==> config.mk <==
export PLATFORM = sky130hd
export DESIGN_NAME = gpio_bank
export DESIGN_NICKNAME = d
export VERILOG_FILES = /design/src/rtl/gpio_bank_pkg.sv /design/src/rtl/gpio_sync.sv /design/src/rtl/gpio_edge_cause.sv /design/src/rtl/gpio_irq_reduce.sv /design/src/rtl/gpio_bank.sv
export SDC_FILE = /design/constraint.sdc
export NUM_CORES = 1
export LEC_CHECK = 0
export BUFFER_PORTS_ARGS = -buffer_cell sky130_fd_sc_hd__buf_2
export CAP_MARGIN = 10
export CORE_ASPECT_RATIO = 1.4
export CORE_MARGIN = 2
export CORE_UTILIZATION = 55
export CTS_BUF_LIST = sky130_fd_sc_hd__clkbuf_8
export DETAILED_ROUTE_END_ITERATION = 10
export PLACE_DENSITY = 0.86
export SLEW_MARGIN = 20
export SYNTH_ARGS = -nofsm -noshare
export SYNTH_HDL_FRONTEND = slang
export SYNTH_SLANG_ARGS = --single-unit
==> constraint.sdc <==
create_clock -name clk_i -period 2.45 [get_ports clk_i]
set_input_delay 0.245 -clock clk_i [delete_from_list [all_inputs] [get_ports clk_i]]
set_output_delay 0.245 -clock clk_i [all_outputs]
set_load 0.05 [all_outputs]
==> src/rtl/gpio_bank_pkg.sv <==
package gpio_bank_pkg;
  localparam int ADDR_W = 6;

  typedef enum logic [ADDR_W-1:0] {
    OFS_OUT   = 6'h00,
    OFS_DIR   = 6'h04,
    OFS_BLINK = 6'h08,
    OFS_POL   = 6'h0C,
    OFS_DIN   = 6'h10,
    OFS_CAUSE = 6'h14,
    OFS_EMASK = 6'h18,
    OFS_LMASK = 6'h1C,
    OFS_BSEL  = 6'h20
  } reg_ofs_e;
endpackage

==> src/rtl/gpio_sync.sv <==
module gpio_sync #(
  parameter int WIDTH = 32
) (
  input  logic             clk_i,
  input  logic             rst_ni,
  input  logic [WIDTH-1:0] async_i,
  output logic [WIDTH-1:0] sync_o
);
  logic [WIDTH-1:0] stage1_q, stage2_q;

  always_ff @(posedge clk_i or negedge rst_ni) begin
    if (!rst_ni) begin
      stage1_q <= '0;
      stage2_q <= '0;
    end else begin
      stage1_q <= async_i;
      stage2_q <= stage1_q;
    end
  end

  assign sync_o = stage2_q;
endmodule

==> src/rtl/gpio_edge_cause.sv <==
module gpio_edge_cause #(
  parameter int WIDTH = 32
) (
  input  logic             clk_i,
  input  logic             rst_ni,
  input  logic [WIDTH-1:0] level_i,
  input  logic             clr_en_i,
  input  logic [WIDTH-1:0] clr_keep_i,
  output logic [WIDTH-1:0] cause_o
);
  logic [WIDTH-1:0] prev_q, cause_q, rise, keep;

  assign rise = level_i & ~prev_q;
  assign keep = clr_en_i ? clr_keep_i : '1;

  always_ff @(posedge clk_i or negedge rst_ni) begin
    if (!rst_ni) begin
      prev_q  <= '0;
      cause_q <= '0;
    end else begin
      prev_q  <= level_i;
      cause_q <= (cause_q & keep) | rise;  // set beats clear
    end
  end

  assign cause_o = cause_q;


  cause_rise_only_chk: assert property (@(posedge clk_i) disable iff (!rst_ni)
    (rise == '0) |=> ((cause_q & ~$past(cause_q)) == '0));


  set_wins_chk: assert property (@(posedge clk_i) disable iff (!rst_ni)
    (rise != '0) |=> ((cause_q & $past(rise)) == $past(rise)));


  clear_zero_chk: assert property (@(posedge clk_i) disable iff (!rst_ni)
    clr_en_i |=> ((cause_q & ~$past(clr_keep_i) & ~$past(rise)) == '0));
endmodule

==> src/rtl/gpio_irq_reduce.sv <==
module gpio_irq_reduce #(
  parameter int WIDTH      = 32,
  parameter int GROUP_SIZE = 8,
  localparam int NUM_GROUPS = WIDTH / GROUP_SIZE
) (
  input  logic                  clk_i,
  input  logic                  rst_ni,
  input  logic [WIDTH-1:0]      src_i,
  output logic [NUM_GROUPS-1:0] irq_o
);
  for (genvar g = 0; g < NUM_GROUPS; g++) begin : g_grp
    assign irq_o[g] = |src_i[g*GROUP_SIZE +: GROUP_SIZE];
  end


  irq_quiet_chk: assert property (@(posedge clk_i) disable iff (!rst_ni)
    (src_i == '0) |-> (irq_o == '0));
endmodule

==> src/rtl/gpio_bank.sv <==
module gpio_bank
  import gpio_bank_pkg::*;
#(
  parameter int NUM_PINS   = 32,
  parameter int GROUP_SIZE = 8,
  localparam int NUM_GROUPS = NUM_PINS / GROUP_SIZE
) (
  input  logic                  clk_i,
  input  logic                  rst_ni,
  input  logic                  bus_valid_i,
  input  logic                  bus_write_i,
  input  logic [ADDR_W-1:0]     bus_addr_i,
  input  logic [NUM_PINS-1:0]   bus_wdata_i,
  output logic [NUM_PINS-1:0]   bus_rdata_o,
  input  logic [NUM_PINS-1:0]   pin_i,
  output logic [NUM_PINS-1:0]   pin_o,
  output logic [NUM_PINS-1:0]   pin_oe_o,
  output logic [NUM_PINS-1:0]   blink_en_o,
  output logic [NUM_PINS-1:0]   blink_sel_o,
  output logic [NUM_GROUPS-1:0] irq_o
);
  logic [NUM_PINS-1:0] out_q, dir_q, blink_q, pol_q, bsel_q, emask_q, lmask_q;
  logic [NUM_PINS-1:0] pin_sync, data_in, cause, irq_src;
  logic wr, rd;

  assign wr = bus_valid_i & bus_write_i;
  assign rd = bus_valid_i & ~bus_write_i;

  always_ff @(posedge clk_i or negedge rst_ni) begin
    if (!rst_ni) begin
      out_q   <= '0;
      dir_q   <= '1;
      blink_q <= '0;
      pol_q   <= '0;
      bsel_q  <= '0;
      emask_q <= '0;
      lmask_q <= '0;
    end else if (wr) begin
      case (bus_addr_i)
        OFS_OUT:   out_q   <= bus_wdata_i;
        OFS_DIR:   dir_q   <= bus_wdata_i;
        OFS_BLINK: blink_q <= bus_wdata_i;
        OFS_POL:   pol_q   <= bus_wdata_i;
        OFS_EMASK: emask_q <= bus_wdata_i;
        OFS_LMASK: lmask_q <= bus_wdata_i;
        OFS_BSEL:  bsel_q  <= bus_wdata_i;
        default: ;
      endcase
    end
  end

  gpio_sync #(.WIDTH(NUM_PINS)) u_sync (
    .clk_i   (clk_i),
    .rst_ni  (rst_ni),
    .async_i (pin_i),
    .sync_o  (pin_sync)
  );

  assign data_in = pin_sync ^ pol_q;

  gpio_edge_cause #(.WIDTH(NUM_PINS)) u_edge (
    .clk_i      (clk_i),
    .rst_ni     (rst_ni),
    .level_i    (data_in),
    .clr_en_i   (wr && (bus_addr_i == OFS_CAUSE)),
    .clr_keep_i (bus_wdata_i),
    .cause_o    (cause)
  );

  assign irq_src = (cause & emask_q) | (data_in & lmask_q);

  gpio_irq_reduce #(.WIDTH(NUM_PINS), .GROUP_SIZE(GROUP_SIZE)) u_reduce (
    .clk_i  (clk_i),
    .rst_ni (rst_ni),
    .src_i  (irq_src),
    .irq_o  (irq_o)
  );

  always_comb begin
    bus_rdata_o = '0;
    if (rd) begin
      case (bus_addr_i)
        OFS_OUT:   bus_rdata_o = out_q;
        OFS_DIR:   bus_rdata_o = dir_q;
        OFS_BLINK: bus_rdata_o = blink_q;
        OFS_POL:   bus_rdata_o = pol_q;
        OFS_DIN:   bus_rdata_o = data_in;
        OFS_CAUSE: bus_rdata_o = cause;
        OFS_EMASK: bus_rdata_o = emask_q;
        OFS_LMASK: bus_rdata_o = lmask_q;
        OFS_BSEL:  bus_rdata_o = bsel_q;
        default:   bus_rdata_o = '0;
      endcase
    end
  end

  assign pin_o       = out_q;
  assign pin_oe_o    = ~dir_q;
  assign blink_en_o  = blink_q;
  assign blink_sel_o = bsel_q;


  din_write_ignored_chk: assert property (@(posedge clk_i) disable iff (!rst_ni)
    (wr && bus_addr_i == OFS_DIN) |=> ($stable(out_q) && $stable(dir_q) && $stable(pol_q)
                                       && $stable(emask_q) && $stable(lmask_q)));
endmodule

Yosys cells after proc, flatten, opt, wreduce, memory -nomap -nowiden
Cells that the tools add are included.

RAM bits: 0. Memories: 0. Output and inout port bits: 164. Bits in read-only memories: 0. Word-level logic and storage cells: 47. Input bits: 74. Register bits: 352. Bits in latches: 0.

Order comparisons: 0. Reduce and logical (&&, ||, !) cells: 13. Shifts and indexed selects: 0. Divide/modulo/power cells: 0. Add/subtract/negate cells: 0. Multipliers: 0. Equality and inequality tests: 8. Muxes and demuxes: 3. Bitwise gates (word level): 12.

Operators with widths (number): case mux 32 bit (9 select lines) (1); bitwise AND 32 bit (4); two-way mux 32 bit (2); inverter 32 bit (2); OR 32 bit (2); OR reduction 8 bit (4); bitwise XOR 32 bit (1); equality test 6 x 5 -> 1 bit, second input constant (4); AND reduction 2 bit (7); equality test 6 x 4 -> 1 bit, second input constant (2); equality test 6 x 3 -> 1 bit, second input constant (1); equality test 6 bit, second input constant (1); zero test 6 bit (1); bitwise AND 1 bit (2); logical AND 1 bit (1); inverter 1 bit (1).

Depth between registers and ports, before layout
Gate-level depths: netlist (run 1).

Depth in word-level cells: 5. Depth in mapped cells: 8. Depth with buffers taken out: 5.

Hierarchy
From an unflattened synthesis (run 1), not the netlist that was laid out.

Cells, all modules: 1183. Area total of the unflattened synthesis: 15528.6 um^2.

By module, submodules not included: gpio_bank (cells each 944, instances 1, area each 11644.9 um^2, sequential area each 5645.4 um^2); gpio_edge_cause (cells each 163, instances 1, area each 2217.1 um^2, sequential area each 1601.5 um^2); gpio_sync (cells each 64, instances 1, area each 1601.5 um^2, sequential area each 1601.5 um^2); gpio_irq_reduce (cells each 12, instances 1, area each 65.1 um^2, sequential area each 0.0 um^2).

Worst setup path before layout (run 1)
Ideal clock, no wire load.

Kind: input -> output. Start point: input bus_addr_i[4]. End point: output bus_rdata_o[11]. Data arrival time: 2.479 ns. Stages: 7. Slack: -0.274 ns. Path through: buf_4 or4b_1 buf_2 nor2_1 buf_2 a222oi_1 a41oi_1.

Word-level cells in the longest chain between the ends: 3. Elaborated cells between the ends (all ways): 11.

Ends and longest elaborated chain: from (decl) (RTL line gpio_bank.sv:12) `input logic [ADDR_W-1:0] bus_addr_i,`; equality test 6 bit, or another cell as far along (RTL line gpio_bank.sv:82) `case (bus_addr_i)`; case mux 32 bit (9 select lines) * (RTL line gpio_bank.sv:82); two-way mux 32 bit * (RTL line gpio_bank.sv:81) `if (rd) begin`; to (decl) (RTL line gpio_bank.sv:14) `output logic [NUM_PINS-1:0] bus_rdata_o,`.

Mark *: on every way between the ends. The rest lies on a longest branch, timed or not.

Worst setup path in the final report (run 1)
Start point: input bus_addr_i[4]. End point: output bus_rdata_o[7].

Same word-level chain as after synthesis.

==> results.toml, run 1 <==
[route]
drt_first_iter_violations = 1149
drtPass1Iterations = 8
post_drt_via_cell_ratio = 6.08
total_wirelength_of_the_detailed_routed_design_mm = 47.8
ant_nets = 0
route.vias.total = 12376
drcViolationCount = 0
wire_per_inst_um = 23.5

[pwr]
total_leakage_power_nw = 9.25
worst_ir_drop_vdd_uv = 518
p_per_area_nw_per_um2 = 731

[clock_network]
clockRootBuffer = "sky130_fd_sc_hd__clkbuf_8"
tritoncts = "done"
clock_sinks = 352
h-tree-depth = 2
ctsLongestPathBuffers = 3
clkSlewWorstSetupHoldPaths_ns = 0.06
cts-buffers-inserted = 53
clkLatencyLatePin_ns = 0.59

[final_layout]
finalCoreUtilization = 0.711
seq_area_um2 = 8850
area.growth.synth_to_final_pct = 27.5
final_net_count = 1694
fin_cells = 2036
drive_above_1_share = 0.382
fillCellCount = 1780
multi_input_comb_area_um2 = 6090

[timing]
slew_viol_final = 0
hold_viol = 0
hold_ws_ns = 0.222
unrepaired_setup_endpoints_after_global_routing = "true"
clock.fmax_ghz = 0.412
layout_min_cycle_time_ns = 2.43
fin_tns_setup_ns = 0
tightestPinTransition_ns = 0.652
maxSlewHeadroom = 0.565
postLayoutSetupSlackWorst_ns = 0.0241
worst_clock_skew_ns = 0.0196
final.period_utilization = 0.990
setup_viol_count_final = 0

[synth]
synth_edf_count = 0
synth-seq-area-share = 0.578
post_synth_fa_ha_maj_area_fraction = 0
post_synth_mux_area_share = 0.173
synth_compound_area_frac = 0.117
distinct_cell_type_count_after_synthesis = 43
synth_top_family_by_area = "multiplexers"
synth-async-reset-ratio = 1.00
synth_area_leaders = "sky130_fd_sc_hd__dfrtp_1 52%, sky130_fd_sc_hd__mux2_2 12%, sky130_fd_sc_hd__dfstp_2 5.5%, sky130_fd_sc_hd__o21ai_0 4.9%, sky130_fd_sc_hd__mux2_1 2.9%"
yosys.area_share.simple = 0.0684
synthesis.area_um2 = 15300
synth.yosys.warnings = 0
netlist.area_leader.share = 0.523
synthesized_area_per_cell_um2 = 12.0
synth-main-ff-cell = "sky130_fd_sc_hd__dfrtp_1"
synth_cells = 1274
synthesis.nets = 1348
yosysTopAreaCell = "sky130_fd_sc_hd__dfrtp_1"
synth.ff_latch_count = 352
yosys.area_share.xor_xnor = 0.0183

[floorplan]
num_rows = 72
floorplan.die_area_um2 = 29200
start_util = 0.557
core_um2 = 27500
floorplan.die.width_um = 145
io-pin-count = 238
die_height_um = 201

[grt]
gr-usage-all-layers = 0.326
gr-total-overflow = 0
grt_pass1_wl_mm = 74.2
number_of_global_route_vias_before_repair = 13199
grt_antenna_before_repair = 2
largest_net_degree_at_the_start_of_global_routing = 105

[setup_path]
timing.critical_path.mode_cell = "sky130_fd_sc_hd__buf_4"
crit_path_end_kind = "output pin"
critPathKind = "in -> out"
crit_path_start_kind = "input pin"
cp_cell_sequence = "buf_4, buf_16, nand2_1, buf_4, nor3_1, a21oi_1, a41oi_2, buf_2"
critPathSlowestCell = "sky130_fd_sc_hd__buf_16"
cp_slowest_stage_delay_ns = 0.35
critical_path_required_ns = 2.20
largest_driver_fanout_on_the_critical_path = 104
cp_data_arrival_time_ns = 2.18

[placed_design]
preCtsSetupSlack_ns = 0.0207
gp_routability_congestion = 0.875
dpl.cell_count = 1869
hpwlAfterDp_mm = 30.2
io_buffer_count = 237

[status]
status = "completed"

[flow_run]
max-cap-violations = 0

[worst_hold_path]
min-delay-path-class = "in -> async"
## per-layer routing
layer | routed length (um) | track usage | vias up
li1 | - | - | 5278
met1 | 17200 | 0.388 | 6147
met2 | 24300 | 0.564 | 760
met3 | 3700 | 0.0578 | 191
met4 | 2550 | 0.177 | 0
met5 | 0 | 0 | -
## area by class of cell
class | count | area share
clock buffer | 73 | 0.0515
sequential | 352 | 0.453
clock inverter | 26 | 0.00846
tap | 370 | 0.0237
multi-input combinational | 757 | 0.312
inverter | 89 | 0.0171
timing repair buffer | 367 | 0.134
antenna | 2 | 0.000256
## through the flow
step | instance area [um^2] | total power, mW
2_1_floorplan | 15500 | 8.18
3_5_place_dp | 17600 | 9.03
3_3_place_gp | 17600 | 8.95
5_1_grt | 19500 | 14.8
4_1_cts | 19400 | 14.2
6_report | 19500 | 14.3
## placed cells by master, fill, tap and decap left out, types with 34 or more instances in the layout
master                            n
sky130_fd_sc_hd__buf_2          219
sky130_fd_sc_hd__inv_1          105
sky130_fd_sc_hd__o21ai_0        149
sky130_fd_sc_hd__nand2_1         70
sky130_fd_sc_hd__mux2_2         166
sky130_fd_sc_hd__dlygate4sd3_1   65
sky130_fd_sc_hd__clkbuf_8        73
sky130_fd_sc_hd__buf_4           53
sky130_fd_sc_hd__nor3_1          58
sky130_fd_sc_hd__mux2i_1         34
sky130_fd_sc_hd__dfrtp_1        319
sky130_fd_sc_hd__mux2_1          39
## Yosys cell counts (all sizes together), types with 4 or more instances
cell type,instances
a41oi,27
nor3,63
nand2,71
a31oi,5
nor2,10
mux2i,34
o21ai,151
dfrtp,320
a22oi,30
xnor2,5
a222oi,11
clkbuf,33
and3,4
xor2,27
nand3,5
a22o,12
dfstp,32
mux2,205
nand2b,6
a221oi,14
inv,89
buf,43
a21oi,33
nand3b,26
## worst max-delay path: cells and delay by family
| kind | cells | cell delay [ns] |
|---|---|---|
| AO/OA/AOI/OAI | 2 | 0.31 |
| AND/OR/NAND/NOR | 2 | 0.52 |
| buffers and inverters | 4 | 1.00 |
## registers in the layout (all words and copies together), names as in the netlist
name	count
u_edge.prev_q	32
dir_q	32
emask_q	32
pin_o	32
blink_sel_o	32
lmask_q	32
u_sync.sync_o	32
u_sync.stage1_q	32
pol_q	32
u_edge.cause_o	32
blink_en_o	32
## path summary, 6_finish.rpt
| check | startpoint | to | slack, ns | cells after the start |
|---|---|---|---|---|
| max | bus_addr_i[4] | bus_rdata_o[7] | 0.02 | 8 |
| min | rst_ni | u_sync.stage1_q[15] | 0.22 | 2 |
| max reg2reg | pol_q[18] | u_edge.cause_o[18] | 1.33 | 3 |
| min reg2reg | u_sync.stage1_q[22] | u_sync.sync_o[22] | 0.34 | 0 |
| max in group asynchronous | rst_ni | dir_q[18] | 1.31 | 3 |
| min in group clk_i | pin_i[2] | u_sync.stage1_q[2] | 0.30 | 2 |
## cells by family after synthesis
group,Yosys count
AOI/OAI and AO/OA,289
xor gates and xnor gates,32
buffers and inverters,165
DFF,352
muxes,239
and+or+nand+nor,197
## what timing repair did
item                                    in CTS  in global routing
hold buffers                                65                  0
gates resized for setup                      1                 31
setup buffers                                0                  1
endpoints found under the setup margin       1                 21
pin swaps                                    1                  1
hold endpoints to repair                   235                  0
## power by group
part	leakage (nW)	switching, mW	internal (mW)
Clock	0.662	2.32	2.86
Combinational	4.26	1.64	0.749
Sequential	4.33	0.370	6.33
Total	9.25	4.33	9.94
(Power assumes the default switching activity.)
==> inputs of run 2 (changes only) <==
- clock period: 2.45 -> 2.5 ns (I/O delays scaled with it)
==> results.toml, run 2 (synthesis results as in run 1) <==
[status]
status = "completed"

[setup_path]
timing.rr.start = "u_sync.sync_o[1]"
reg2reg_to = "u_edge.cause_o[1]"
cp_slowest_stage_delay_ns = 0.46
cp_data_arrival_time_ns = 2.21
cp_top_family = "flip-flops"
ff2ff_setup_slack_ns = 1.38
worstPathBufferInverterCount = 2
r2r.worst_path.cells = 3
critical_path_required_ns = 2.25
cp_cell_sequence = "xnor2_2, inv_1, a22o_1, a221oi_2, nand3_1, buf_4"
critPathSlowestCell = "sky130_fd_sc_hd__dfrtp_1"
largest_driver_fanout_on_the_critical_path = 3
critPathKind = "reg -> out"
crit_path_start_kind = "flip-flop"
crit_path_end_kind = "output pin"

[route]
drt_first_iter_violations = 1107
ant_nets = 0
wire_per_inst_um = 23.3
drcViolationCount = 0
drtPass1Iterations = 6
total_wirelength_of_the_detailed_routed_design_mm = 47.2
route.vias.total = 12496
post_drt_via_cell_ratio = 6.16

[clock_network]
cts-buffers-inserted = 50
tritoncts = "done"
ctsLongestPathBuffers = 3
h-tree-depth = 2
clkLatencyLatePin_ns = 0.60
clkSlewWorstSetupHoldPaths_ns = 0.07
clock_sinks = 352
clockRootBuffer = "sky130_fd_sc_hd__clkbuf_8"

[grt]
gr-total-overflow = 0
grt_antenna_before_repair = 2
gr-usage-all-layers = 0.322
grt_pass1_wl_mm = 73.4
number_of_global_route_vias_before_repair = 13163
largest_net_degree_at_the_start_of_global_routing = 105

[final_layout]
area.growth.synth_to_final_pct = 26.5
most-common-layout-cells = "320 x sky130_fd_sc_hd__dfrtp_1, 233 x sky130_fd_sc_hd__buf_2, 166 x sky130_fd_sc_hd__mux2_2"
final_net_count = 1688
most_common_library_cell_in_the_layout_ignoring_fill_and_taps = "sky130_fd_sc_hd__dfrtp_1"
finalCoreUtilization = 0.705
drive_above_1_share = 0.380
fin_cells = 2028

[timing]
maxSlewHeadroom = 0.605
tightestPinTransition_ns = 0.592
slew_viol_final = 0
worst_clock_skew_ns = 0.0168
hold_ws_ns = 0.200
clock.fmax_ghz = 0.406
hold_viol = 0
final.period_utilization = 0.986
layout_min_cycle_time_ns = 2.46
setup_viol_count_final = 0

[floorplan]
start_util = 0.557
floorplan.die.width_um = 145
die_height_um = 201
floorplan.die_area_um2 = 29200
core_um2 = 27500
io-pin-count = 238
num_rows = 72

[pwr]
p_total_mw = 13.7
p_per_area_nw_per_um2 = 707
total_leakage_power_nw = 9.20
worst_ir_drop_vdd_uv = 509

[placed_design]
io_buffer_count = 237
gp_routability_congestion = 0.885
dpl.cell_count = 1866
hpwlAfterDp_mm = 30.2

[flow_run]
max-cap-violations = 0

[worst_hold_path]
min-delay-path-class = "in -> async"
==> run 2: cell count changes in the layout (fill, tap and decap cells not counted), sizes merged <==
cell / previous run / this run
inv: 105 / 104
clkbuf: 83 / 71
buf: 292 / 298
clkinv: 6 / 7
clkinvlp: 2 / 1
bufinv: 2 / 1
==> run 2: per-stage QoR <==
stage	TNS [ns]	cell area, um^2	setup WS (ns)
finish	0	19400	0.0354
global route	-0.0754	19400	-0.0659
CTS	0	19300	0.0240
detailed placement	0	17600	0.0701
global placement	0	17600	0.105
floorplan	0	15500	0.0679
==> run 2: how the worst max path moves through the flow <==
stage / startpoint / to / slack, ns / cells past startpoint
floorplan: bus_addr_i[4] / bus_rdata_o[11] / 0.07 / 7
global placement: bus_addr_i[1] / bus_rdata_o[4] / 0.11 / 7
detailed placement: bus_addr_i[1] / bus_rdata_o[12] / 0.07 / 7
CTS: u_sync.sync_o[31] / irq_o[3] / 0.02 / 6
global route: pol_q[29] / irq_o[3] / -0.07 / 5
finish: u_sync.sync_o[31] / irq_o[3] / 0.04 / 6
==> run 2: area by class of cell <==
type                            instances  area (um^2)
Fill cell                            1794         8120
Inverter                               89          334
Clock inverter                         24          129
Multi-Input combinational cell        757         6100
Sequential cell                       352         8850
Tap cell                              370          463
Clock buffer                           70          963
Timing Repair Buffer                  364         2520
Antenna cell                            2         5.00
==> run 2: metal layers <==
metal | global-route usage | wire length [um] | vias up | share of wire
met5 | 0 | 0 | - | 0
met4 | 0.188 | 2880 | 0 | 0.061
met3 | 0.0569 | 3560 | 222 | 0.075
met2 | 0.556 | 23700 | 788 | 0.50
met1 | 0.379 | 17000 | 6220 | 0.36
li1 | - | - | 5266 | -
==> run 2: repair_timing <==
| item | 4_1_cts | 5_1_grt |
|---|---|---|
| buffers inserted | 0 | 1 |
| resized for setup | 2 | 8 |
| endpoints found under the hold margin | 228 | 0 |
| hold buffers | 65 | 0 |
| pin swaps | 1 | 1 |
| setup endpoints to repair | 1 | 12 |
==> run 2: power breakdown <==
| part | total, mW | leakage [nW] | switching [mW] | internal (mW) |
|---|---|---|---|---|
| combinational | 2.33 | 4.24 | 1.60 | 0.726 |
| clock | 4.79 | 0.625 | 2.20 | 2.59 |
| sequential | 6.56 | 4.33 | 0.360 | 6.20 |
==> run 2: worst reg2reg max path, stage by stage (launching register included) <==
cell	delay (ns)
sky130_fd_sc_hd__dfrtp_1	0.43
sky130_fd_sc_hd__xor2_1	0.35
sky130_fd_sc_hd__inv_1	0.10
sky130_fd_sc_hd__o21ai_0	0.16
